--- src/rtl/hs4_pkg.sv ---
package hs4_pkg;

    typedef enum logic [1:0] {
        ST_IDLE  = 2'd0,
        ST_GUARD = 2'd1,
        ST_ACK   = 2'd2,
        ST_SPARE = 2'd3
    } hs4_state_e;

endpackage

--- src/rtl/hs4_sync.sv ---
module hs4_sync #(
    parameter int W = 1
) (
    input  logic         clk,
    input  logic         rst_n,
    input  logic [W-1:0] d_in,
    output logic [W-1:0] q_out
);

    logic [W-1:0] stage1;
    logic [W-1:0] stage2;

    generate
        for (genvar b = 0; b < W; b++) begin : g_bit
            always_ff @(posedge clk or negedge rst_n) begin
                if (!rst_n) begin
                    stage1[b] <= 1'b0;
                    stage2[b] <= 1'b0;
                end else begin
                    stage1[b] <= d_in[b];
                    stage2[b] <= stage1[b];
                end
            end
        end
    endgenerate

    assign q_out = stage2;

endmodule

--- src/rtl/hs4_guard.sv ---
module hs4_guard #(
    parameter int GUARD_CYC = 4
) (
    input  logic clk,
    input  logic rst_n,
    input  logic load,
    input  logic run,
    output logic expired
);

    localparam int GCW = (GUARD_CYC < 2) ? 1 : $clog2(GUARD_CYC);
    localparam logic [GCW-1:0] LOAD_VAL = GCW'(GUARD_CYC - 1);

    logic [GCW-1:0] remain;

    always_ff @(posedge clk or negedge rst_n) begin
        if (!rst_n) begin
            remain <= '0;
        end else if (load) begin
            remain <= LOAD_VAL;
        end else if (run && (remain != '0)) begin
            remain <= remain - 1'b1;
        end
    end

    assign expired = (remain == '0);

endmodule

--- src/rtl/hs4_latency.sv ---
module hs4_latency #(
    parameter int LAT_W = 8
) (
    input  logic             clk,
    input  logic             rst_n,
    input  logic             counting,
    input  logic             grant,
    output logic [LAT_W-1:0] lat_cycles,
    output logic             lat_valid
);

    localparam logic [LAT_W-1:0] LAT_MAX = '1;

    logic [LAT_W-1:0] running;
    logic [LAT_W-1:0] running_inc;

    assign running_inc = (running == LAT_MAX) ? LAT_MAX : running + 1'b1;

    always_ff @(posedge clk or negedge rst_n) begin
        if (!rst_n) begin
            running    <= '0;
            lat_cycles <= '0;
            lat_valid  <= 1'b0;
        end else begin
            lat_valid <= grant;
            if (grant) begin
                lat_cycles <= running_inc;
            end
            if (counting && !grant) begin
                running <= running_inc;
            end else begin
                running <= '0;
            end
        end
    end

endmodule

--- src/rtl/hs4_ctrl.sv ---
module hs4_ctrl
    import hs4_pkg::*;
#(
    parameter int N_DET     = 2,
    parameter int GUARD_CYC = 4,
    parameter int LAT_W     = 8
) (
    input  logic             clk,
    input  logic             rst_n,
    input  logic             req_in,
    input  logic [N_DET-1:0] busy_in,
    output logic             ack_out,
    output logic             valid_out,
    output logic             proto_err,
    output logic [LAT_W-1:0] lat_cycles,
    output logic             lat_valid
);

    hs4_state_e state;
    hs4_state_e state_nx;

    logic             req_s;
    logic             req_s_d;
    logic             ack_d;
    logic [N_DET-1:0] busy_s;
    logic             req_rise;
    logic             guard_zero;
    logic             guard_load;
    logic             grant;
    logic             early_drop;
    logic             re_raise;

    hs4_sync #(.W(1)) u_req_sync (
        .clk   (clk),
        .rst_n (rst_n),
        .d_in  (req_in),
        .q_out (req_s)
    );

    hs4_sync #(.W(N_DET)) u_busy_sync (
        .clk   (clk),
        .rst_n (rst_n),
        .d_in  (busy_in),
        .q_out (busy_s)
    );

    assign valid_out = ~|busy_s;

    hs4_guard #(.GUARD_CYC(GUARD_CYC)) u_guard (
        .clk     (clk),
        .rst_n   (rst_n),
        .load    (guard_load),
        .run     (state == ST_GUARD),
        .expired (guard_zero)
    );

    hs4_latency #(.LAT_W(LAT_W)) u_lat (
        .clk        (clk),
        .rst_n      (rst_n),
        .counting   (state == ST_GUARD),
        .grant      (grant),
        .lat_cycles (lat_cycles),
        .lat_valid  (lat_valid)
    );

    assign req_rise = req_s && !req_s_d;

    always_comb begin
        state_nx   = state;
        guard_load = 1'b0;
        grant      = 1'b0;
        early_drop = 1'b0;
        unique case (state)
            ST_IDLE: begin
                if (req_rise) begin
                    state_nx   = ST_GUARD;
                    guard_load = 1'b1;
                end
            end
            ST_GUARD: begin
                if (!req_s) begin
                    state_nx   = ST_IDLE;
                    early_drop = 1'b1;
                end else if (guard_zero && valid_out) begin
                    state_nx = ST_ACK;
                    grant    = 1'b1;
                end
            end
            ST_ACK: begin
                if (!req_s) begin
                    state_nx = ST_IDLE;
                end
            end
            ST_SPARE: begin
                state_nx = ST_IDLE;
            end
        endcase
    end

    assign re_raise = req_rise && ack_d;

    always_ff @(posedge clk or negedge rst_n) begin
        if (!rst_n) begin
            state     <= ST_IDLE;
            req_s_d   <= 1'b0;
            ack_d     <= 1'b0;
            proto_err <= 1'b0;
        end else begin
            state     <= state_nx;
            req_s_d   <= req_s;
            ack_d     <= ack_out;
            proto_err <= proto_err | early_drop | re_raise;
        end
    end

    always_comb begin
        ack_out = 1'b0;
        unique case (state)
            ST_IDLE:  ack_out = 1'b0;
            ST_GUARD: ack_out = 1'b0;
            ST_ACK:   ack_out = 1'b1;
            ST_SPARE: ack_out = 1'b0;
        endcase
    end

endmodule

--- config.mk ---
export PLATFORM = sky130hd
export DESIGN_NAME = hs4_ctrl
export DESIGN_NICKNAME = d
export VERILOG_FILES = /design/src/rtl/hs4_pkg.sv /design/src/rtl/hs4_sync.sv /design/src/rtl/hs4_guard.sv /design/src/rtl/hs4_latency.sv /design/src/rtl/hs4_ctrl.sv
export SDC_FILE = /design/constraint.sdc
export NUM_CORES = 1
export LEC_CHECK = 0
export BUFFER_PORTS_ARGS = -buffer_cell sky130_fd_sc_hd__buf_2
export CORE_AREA = 3 3 65 67
export CTS_BUF_LIST = sky130_fd_sc_hd__clkbuf_8 sky130_fd_sc_hd__clkbuf_16
export DETAILED_ROUTE_END_ITERATION = 7
export DIE_AREA = 0 0 68 70
export SYNTH_ARGS = -nofsm -noshare
export SYNTH_HDL_FRONTEND = slang
export SYNTH_SLANG_ARGS = --single-unit
--- constraint.sdc ---
create_clock -name clk -period 3.65 [get_ports clk]
set_clock_uncertainty 0.05 [all_clocks]
set_input_delay 0.5475 -clock clk [delete_from_list [all_inputs] [get_ports clk]]
set_output_delay 0.5475 -clock clk [all_outputs]
set_load 0.1 [all_outputs]
Word level (Yosys, flattened, before mapping):

Index checks and enable logic that the tools add are counted.

* bits in registers: 30
* bits of input ports: 5
* output and inout port bits: 12
* word-level logic and storage cells: 57

* $add $sub $neg: 2
* equality and inequality tests: 7
* multiplexer cells: 17
* bitwise operators: 2
* reduce and logical (&&, ||, !) cells: 15

Operator list (count)
* two-way mux 8 bit: 2
* two-way mux 2 bit: 6
* adder 8 x 1 -> 8 bit (second input constant): 1
* == test 8 bit (second input constant): 1
* case mux 2 bit (4 select lines): 1
* two-way mux 1 bit: 7
* logical AND 1 bit: 5
* == test 2 bit (second input constant): 2
* zero test 2 bit: 2
* != test 2 bit (second input constant): 2
* nonzero test 2 bit: 2
* zero test 1 bit: 3
* != test 3 bit (second input constant): 1
* AND reduction 3 bit: 1
* OR reduction 3 bit: 1
* == test 2 x 1 -> 1 bit (second input constant): 1
* bitwise OR 1 bit: 2
* case mux 1 bit (2 select lines): 1
* OR reduction 2 bit: 1
* subtractor 2 x 1 -> 2 bit (second input constant): 1

Logic depth before layout (Yosys ltp):

Gate-level depths: netlist of the first run.

* depth in word-level cells: 9
* gate-level depth with buffers: 6
* mapped depth without buffers: 6

By module:

A second synthesis of the first run with hierarchy kept.

* cell total of the unflattened synthesis: 102
* area, all modules: 1228.7 sq um

By module, submodules not included
* hs4_latency: instances 1, cells an instance 66, area each 728.2 sq um, sequential area each 425.4 sq um
* hs4_ctrl: instances 1, cells an instance 18, area each 226.5 sq um, sequential area each 125.1 sq um
* hs4_guard: instances 1, cells an instance 12, area each 123.9 sq um, sequential area each 50.0 sq um
* hs4_sync (u_busy_sync): instances 1, cells an instance 4, area each 100.1 sq um, sequential area each 100.1 sq um
* hs4_sync (u_req_sync): instances 1, cells an instance 2, area each 50.0 sq um, sequential area each 50.0 sq um

Least setup slack after synthesis of the first run:

OpenSTA, ideal clock, no wires.

* kind: flip-flop to output port
* start: register state[0]
* end: output port ack_out
* arrival: 1.818 ns
* data required time: 3.053 ns
* slack: 1.234 ns
* stages on the path, launching flop included: 2
* buffers on the path: 0
* path through: dfrtp_1 -> nor2b_1

* longest elaborated chain between the ends: 3
* elaborated cells on any way between the ends: 6
* classes of those cells: eq/ne (3); mux (1); reduce/logical (2)

RTL lines
* start, declared: line hs4_ctrl.sv:19 `hs4_state_e state;`
* start signal, assigned: line hs4_ctrl.sv:109 `state <= state_nx;`
* == test 2 bit (tied with other cells): line hs4_ctrl.sv:118 `unique case (state)`
* OR reduction 3 bit (no line)
* case mux 1 bit (2 select lines) (*): line hs4_ctrl.sv:118
* end, declared: line hs4_ctrl.sv:12 `output logic ack_out,`

Every way passes the cells marked *; elsewhere a longest branch is shown, timed or not.

Final worst setup path of the first run:

Ends and elaborated chain as after synthesis.

==> results.tsv, run 1 <==
metric	value	unit
largest net degree at the start of global routing	31	
Reg2Reg Setup Slack	2.01	ns
first-pass GRT wire length	4040	um
CP peak stage delay	0.46	ns
DP Area	1390	um^2
period utilisation layout	0.543	
filler cell count	371	
Hold Path Class	in -> async	
n_diodes	0	
Layout area overhead	15.3	%
core area	3690	um^2
slack of the critical path	1.67	ns
crit path to	ack_out	
Crit. Startpoint	state[0]	
EDFF count, synth	0	
DP Worst Slack	1.97	ns
worst rel slew slack	0.552	
DR WL/cell	13.4	um
RSZ-0062 raised after global routing	false	
MaxCap Viol Count	0	
Die Span Y	70	um
num ports	17	
Mean Syn Cell Area	11.7	um^2
status	finished, final reports clean	
kind of cell adding the most delay to the critical path	buffers and inverters	
Cell variety after synth	37	
number of hold buffers added after cts	0	
Setup-failing EPs final	0	
Crit path required time	3.05	ns
Residual DRC	0	
Static Leak	0.684	nW
TritonCTS clock tree	yes	
fin crit period	1.98	ns
Yosys reg bits	30	
Power Total	0.962	mW
peak supply drop	0.000519	V
H-Tree Depth	2	
slowest CP cell	buf_2	
Worst Tran Pin Value	0.670	ns
Via Count	910	
Cell Chain, Critical Path	nor2b_1 -> buf_2	
worst hold slack	0.241	ns
design area	1470	um^2
Clk Latency, worst-skew pair	0.28	ns
post-synthesis async set-or-reset flop share	1.00	
Synth warnings	0	
CP bufs+invs	1	
cts bufs inserted	5	
Port Buf Inserts	16	
GRT Total Usage	0.117	
final antenna-violating net count	0	
Crit Path Class	reg -> out	
DIE AREA	4760	um^2
PostCTS Resize Cnt	0	
CTS max path bufs	2	
Power Density	653	nW/um^2
final-report hold violation count	0	
Worst setup SP type	flip-flop	
Routed WL	2370	um
Critical Path End Type	primary output	
Placer Congestion	0.800	
Die Width	68	um
CP max FO	7	
number of global-route vias before repair	893	
mapped cell area	1280	um^2
WP depth	2	
post-route setup TNS	0	ns
DRT Pass-1 Iters	4	
gr ovfl total	0	
r2r startpoint	state[0]	
sequential area share after synthesis	0.588	
worst reg-to-reg path cell count	3	
CTS sink count	30	
detail-routed via count per cell	5.14	
Fmax achieved	0.505	GHz
CTS clk-pin slew, worst paths	0.06	ns
fin. max-slew vios	0	
initial DRC count	19	
reg2reg end	u_lat.running[7]	
starting density of the core	0.346	
post-CTS setup buffers	0	
layout cells sized above 1	0.233	
final-stage net count	136	
Synth Net Count	116	
row cnt	22	
root buf cell	clkbuf_8	
Synth Instances	109	
critical path arrival	1.38	ns
initial antenna violation count	0	
ys flop type	dfrtp_1	
DP Wirelength	1710	um
## Yosys cell counts, types with 2 or more instances
library cell  instances  area share
dfrtp_1              30        0.59
a21oi_1              13       0.051
nor2_1                8       0.024
inv_1                 7       0.021
a31oi_1               5       0.024
nor3_1                4       0.016
o21ai_0               4       0.016
a2bb2oi_1             2       0.014
and4_1                2       0.014
ha_1                  2       0.020
nand2_1               2      0.0059
nand2b_1              2      0.0098
nand3_1               2      0.0078
nor2b_1               2      0.0098
o31ai_1               2       0.012
## worst min path at each step
| stage | start | slack (ns) | depth (start not counted) | end |
|---|---|---|---|---|
| 6_report | rst_n | 0.24 | 1 | u_lat.running[0] |
| 5_1_grt | rst_n | 0.28 | 1 | u_lat.running[0] |
| 4_1_cts | rst_n | 0.25 | 1 | u_lat.running[1] |
| 3_5_place_dp | u_busy_sync.stage1[1] | 0.28 | 0 | u_busy_sync.q_out[1] |
| 3_3_place_gp | u_busy_sync.stage1[0] | 0.28 | 0 | u_busy_sync.q_out[0] |
| 2_1_floorplan | rst_n | 0.20 | 0 | ack_d |
## where the power goes
group / internal, mW / total [mW] / leakage (nW) / switching (mW)
combinational: 0.0623 / 0.316 / 0.255 / 0.254
clock: 0.127 / 0.243 / 0.0438 / 0.115
sequential: 0.374 / 0.403 / 0.385 / 0.0289
total: 0.564 / 0.962 / 0.684 / 0.398
## flip-flops by register name, indices dropped and copies added, names as in the netlist
register            count
ack_d                   1
u_busy_sync.stage1      2
u_lat.running           8
proto_err               1
u_req_sync.q_out        1
u_busy_sync.q_out       2
u_lat.lat_cycles        8
state                   2
u_lat.lat_valid         1
u_guard.remain          2
req_s_d                 1
u_req_sync.stage1       1
## per-stage QoR
stage,instances,utilization
2_1_floorplan,109,-
3_3_place_gp,170,0.378
3_5_place_dp,170,0.378
4_1_cts,177,0.399
5_1_grt,177,0.399
6_report,177,0.399
## routing by layer
layer	global-route usage	wire (um)	up-vias
li1	-	-	435
met1	0.158	1160	440
met2	0.149	1010	28
met3	0.0563	142	7
met4	0.0684	61	0
met5	0	0	-
## cells by family (layout without fill, tap and decap cells)
logic type                 count (synthesis)  in the layout  share of synthesized area
DFF                                       30             30                      0.588
adders and majority gates                  2              2                     0.0196
and+or+nand+nor                           31             31                      0.167
AOI/OAI and AO/OA                         33             33                      0.168
muxes                                      1              1                    0.00784
xor gates and xnor gates                   1              1                    0.00686
buffers and inverters                     11             31                     0.0421
## cells in the final DEF, fill, tap and decap left out, drive strengths merged
cell / synthesis / final
a32oi: 1 / 1
buf: 3 / 16
nand4: 1 / 1
a311o: 1 / 1
nand2b: 2 / 2
o31ai: 3 / 3
o21ai: 4 / 4
a22o: 1 / 1
ha: 2 / 2
nor2b: 2 / 2
a2bb2oi: 2 / 2
nand2: 4 / 4
a41oi: 1 / 1
nor4b: 2 / 2
mux2i: 1 / 1
nor3b: 1 / 1
nand4bb: 1 / 1
and4bb: 1 / 1
dfrtp: 30 / 30
inv: 8 / 8
clkbuf: 0 / 5
and3: 1 / 1
nand3: 2 / 2
o22a: 1 / 1
nor3: 4 / 4
a31oi: 5 / 5
a2111oi: 1 / 1
nor2: 8 / 8
and4: 2 / 2
xnor2: 1 / 1
a21oi: 13 / 13
clkinv: 0 / 2
## layout make-up
type	instances	area [um^2]	area share
multi-input combinational	68	473	0.321
inverter	8	30.0	0.0204
clock inverter	2	10.0	0.00680
clock buffer	5	68.8	0.0467
timing repair buffer	16	80.1	0.0544
sequential	30	751	0.510
tap	48	60.1	0.0408
## worst register-to-register path, delay by kind of cell (launching register included)
family	cells	cell delay, ns
flops	1	0.44
simple gates	3	1.07
Note: power is estimated with default switching activity, not from simulation.
==> run 2, diff against run 1 <==
- clock period: 3.65 -> 1.8 ns (I/O delays scaled with it)
==> results.tsv, run 2 (same netlist as run 1, synthesis figures left out) <==
metric	value	unit	change
commonest non-fill, non-tap cell in the layout	dfrtp_1		
RSZ-0062 raised after global routing	false		
starting density of the core	0.346		unchanged
DP Worst Slack	0.250	ns	-1.72 ns
filler cell count	369		-0.54%
initial DRC count	39		+20
largest net degree at the start of global routing	31		unchanged
row cnt	22		unchanged
Die Span Y	70	um	unchanged
final-stage net count	138		+1.5%
CTS max path bufs	2		unchanged
Hold Path Origin	req_in		
final-report hold violation count	0		unchanged
Worst Tran Pin Value	0.656	ns	-0.0146 ns
post-route setup TNS	0	ns	unchanged
DRT Pass-1 Iters	4		unchanged
Crit path required time	1.48	ns	-1.57 ns
num ports	17		unchanged
Setup-failing EPs final	0		unchanged
root buf cell	clkbuf_8		
fin util	0.423		+0.0234
DR WL/cell	13.9	um	+4.1%
Worst setup SP type	flip-flop		
Die Width	68	um	unchanged
CTS clk-pin slew, worst paths	0.06	ns	about the same
gr ovfl total	0		unchanged
Critical Path End Type	primary output		
Layout area overhead	22.0	%	
r2r startpoint	u_lat.running[0]		
layout cells sized above 1	0.258		+0.0250
Static Leak	0.721	nW	+5.4%
first-pass GRT wire length	4150	um	+2.5%
slack of the critical path	0.127	ns	-1.54 ns
TritonCTS clock tree	yes		
Crit. Startpoint	state[1]		
Via Count	934		+2.6%
initial antenna violation count	0		unchanged
Routed WL	2510	um	+5.9%
detail-routed via count per cell	5.19		+0.93%
Power Density	1480	nW/um^2	+130%
DP Wirelength	1760	um	+2.7%
FF+latch area	751	um^2	unchanged
CP max FO	6		-1
Clk Latency, worst-skew pair	0.28	ns	about the same
CTS sink count	30		unchanged
PostCTS Resize Cnt	0		unchanged
Hold Path Class	in -> reg		
worst rel slew slack	0.563		+0.0106
GRT Total Usage	0.119		+0.00151
number of global-route vias before repair	918		+2.8%
Port Buf Inserts	16		unchanged
biggest regs	u_lat.lat_cycles x8, u_lat.running x8		
worst hold slack	0.0449	ns	-0.196 ns
cts bufs inserted	5		unchanged
fin. max-slew vios	0		unchanged
Residual DRC	0		unchanged
H-Tree Depth	2		unchanged
n_diodes	0		unchanged
Placer Congestion	0.808		+0.98%
critical path arrival	1.35	ns	-0.03 ns
fin crit period	1.67	ns	
multi-input logic area	478	um^2	+1.1%
core area	3690	um^2	unchanged
Crit Path Class	reg -> out		
commonest non-fill, non-tap cells in the layout	30 x dfrtp_1, 16 x buf_2, 13 x a21oi_1		
peak supply drop	0.00138	V	+170%
Fmax achieved	0.598	GHz	
period utilisation layout	0.930		
DIE AREA	4760	um^2	unchanged
status	finished, final reports clean		
final antenna-violating net count	0		unchanged
MaxCap Viol Count	0		unchanged
run 2: cell count changes in the layout (fill, tap and decap cells not counted), sizes merged:
cell         delta
clkbuf          +1
buf             +1
bufinv          +2
dlygate4sd3     +1
clkinv          -2
run 2: final cells by class:
cell class / count / area share
timing repair buffer: 18 / 0.0626
inverter: 8 / 0.0193
tap: 48 / 0.0385
sequential: 30 / 0.482
clock inverter: 2 / 0.0385
multi-input combinational: 68 / 0.307
clock buffer: 6 / 0.0530
run 2: metrics by stage:
step / total power, mW / area (um^2) / instances
after floorplan: 1.35 / 1280 / 109
after global placement: 1.47 / 1410 / 171
after detailed placement: 1.47 / 1410 / 171
after CTS: 2.32 / 1560 / 180
after global routing: 2.40 / 1560 / 180
final: 2.30 / 1560 / 180
run 2: path summary, 6_finish.rpt:
path / to / cells past startpoint / slack [ns]
setup / recovery: ack_out / 2 / 0.13
hold / removal: u_req_sync.stage1 / 1 / 0.04
setup reg to reg: u_lat.lat_cycles[7] / 4 / 0.24
hold reg to reg: u_req_sync.q_out / 0 / 0.30
max in group asynchronous: u_req_sync.q_out / 2 / 0.78
min in group asynchronous: proto_err / 2 / 0.50
run 2: power breakdown:
part	internal (mW)	leakage (nW)	total (mW)	switching [mW]
clock	0.590	0.0714	0.838	0.248
combinational	0.130	0.264	0.643	0.513
sequential	0.759	0.385	0.820	0.0612
total	1.48	0.721	2.30	0.822
run 2: critical path: stages (launching register included):
cell	delay [ns]
dfrtp_1	0.43
nor2b_2	0.21
buf_2	0.44
run 2: timing repair:
| item | in CTS | in global routing |
|---|---|---|
| endpoints found under the hold margin | 30 | 0 |
| setup buffers | 0 | 0 |
| hold buffers | 1 | 0 |
run 2: metal layers:
layer	wire length, um	GRT usage	vias to the layer above
met3	154	0.0482	6
met1	1200	0.158	451
met2	1090	0.156	31
met5	0	0	-
met4	66	0.0751	0
li1	-	-	446
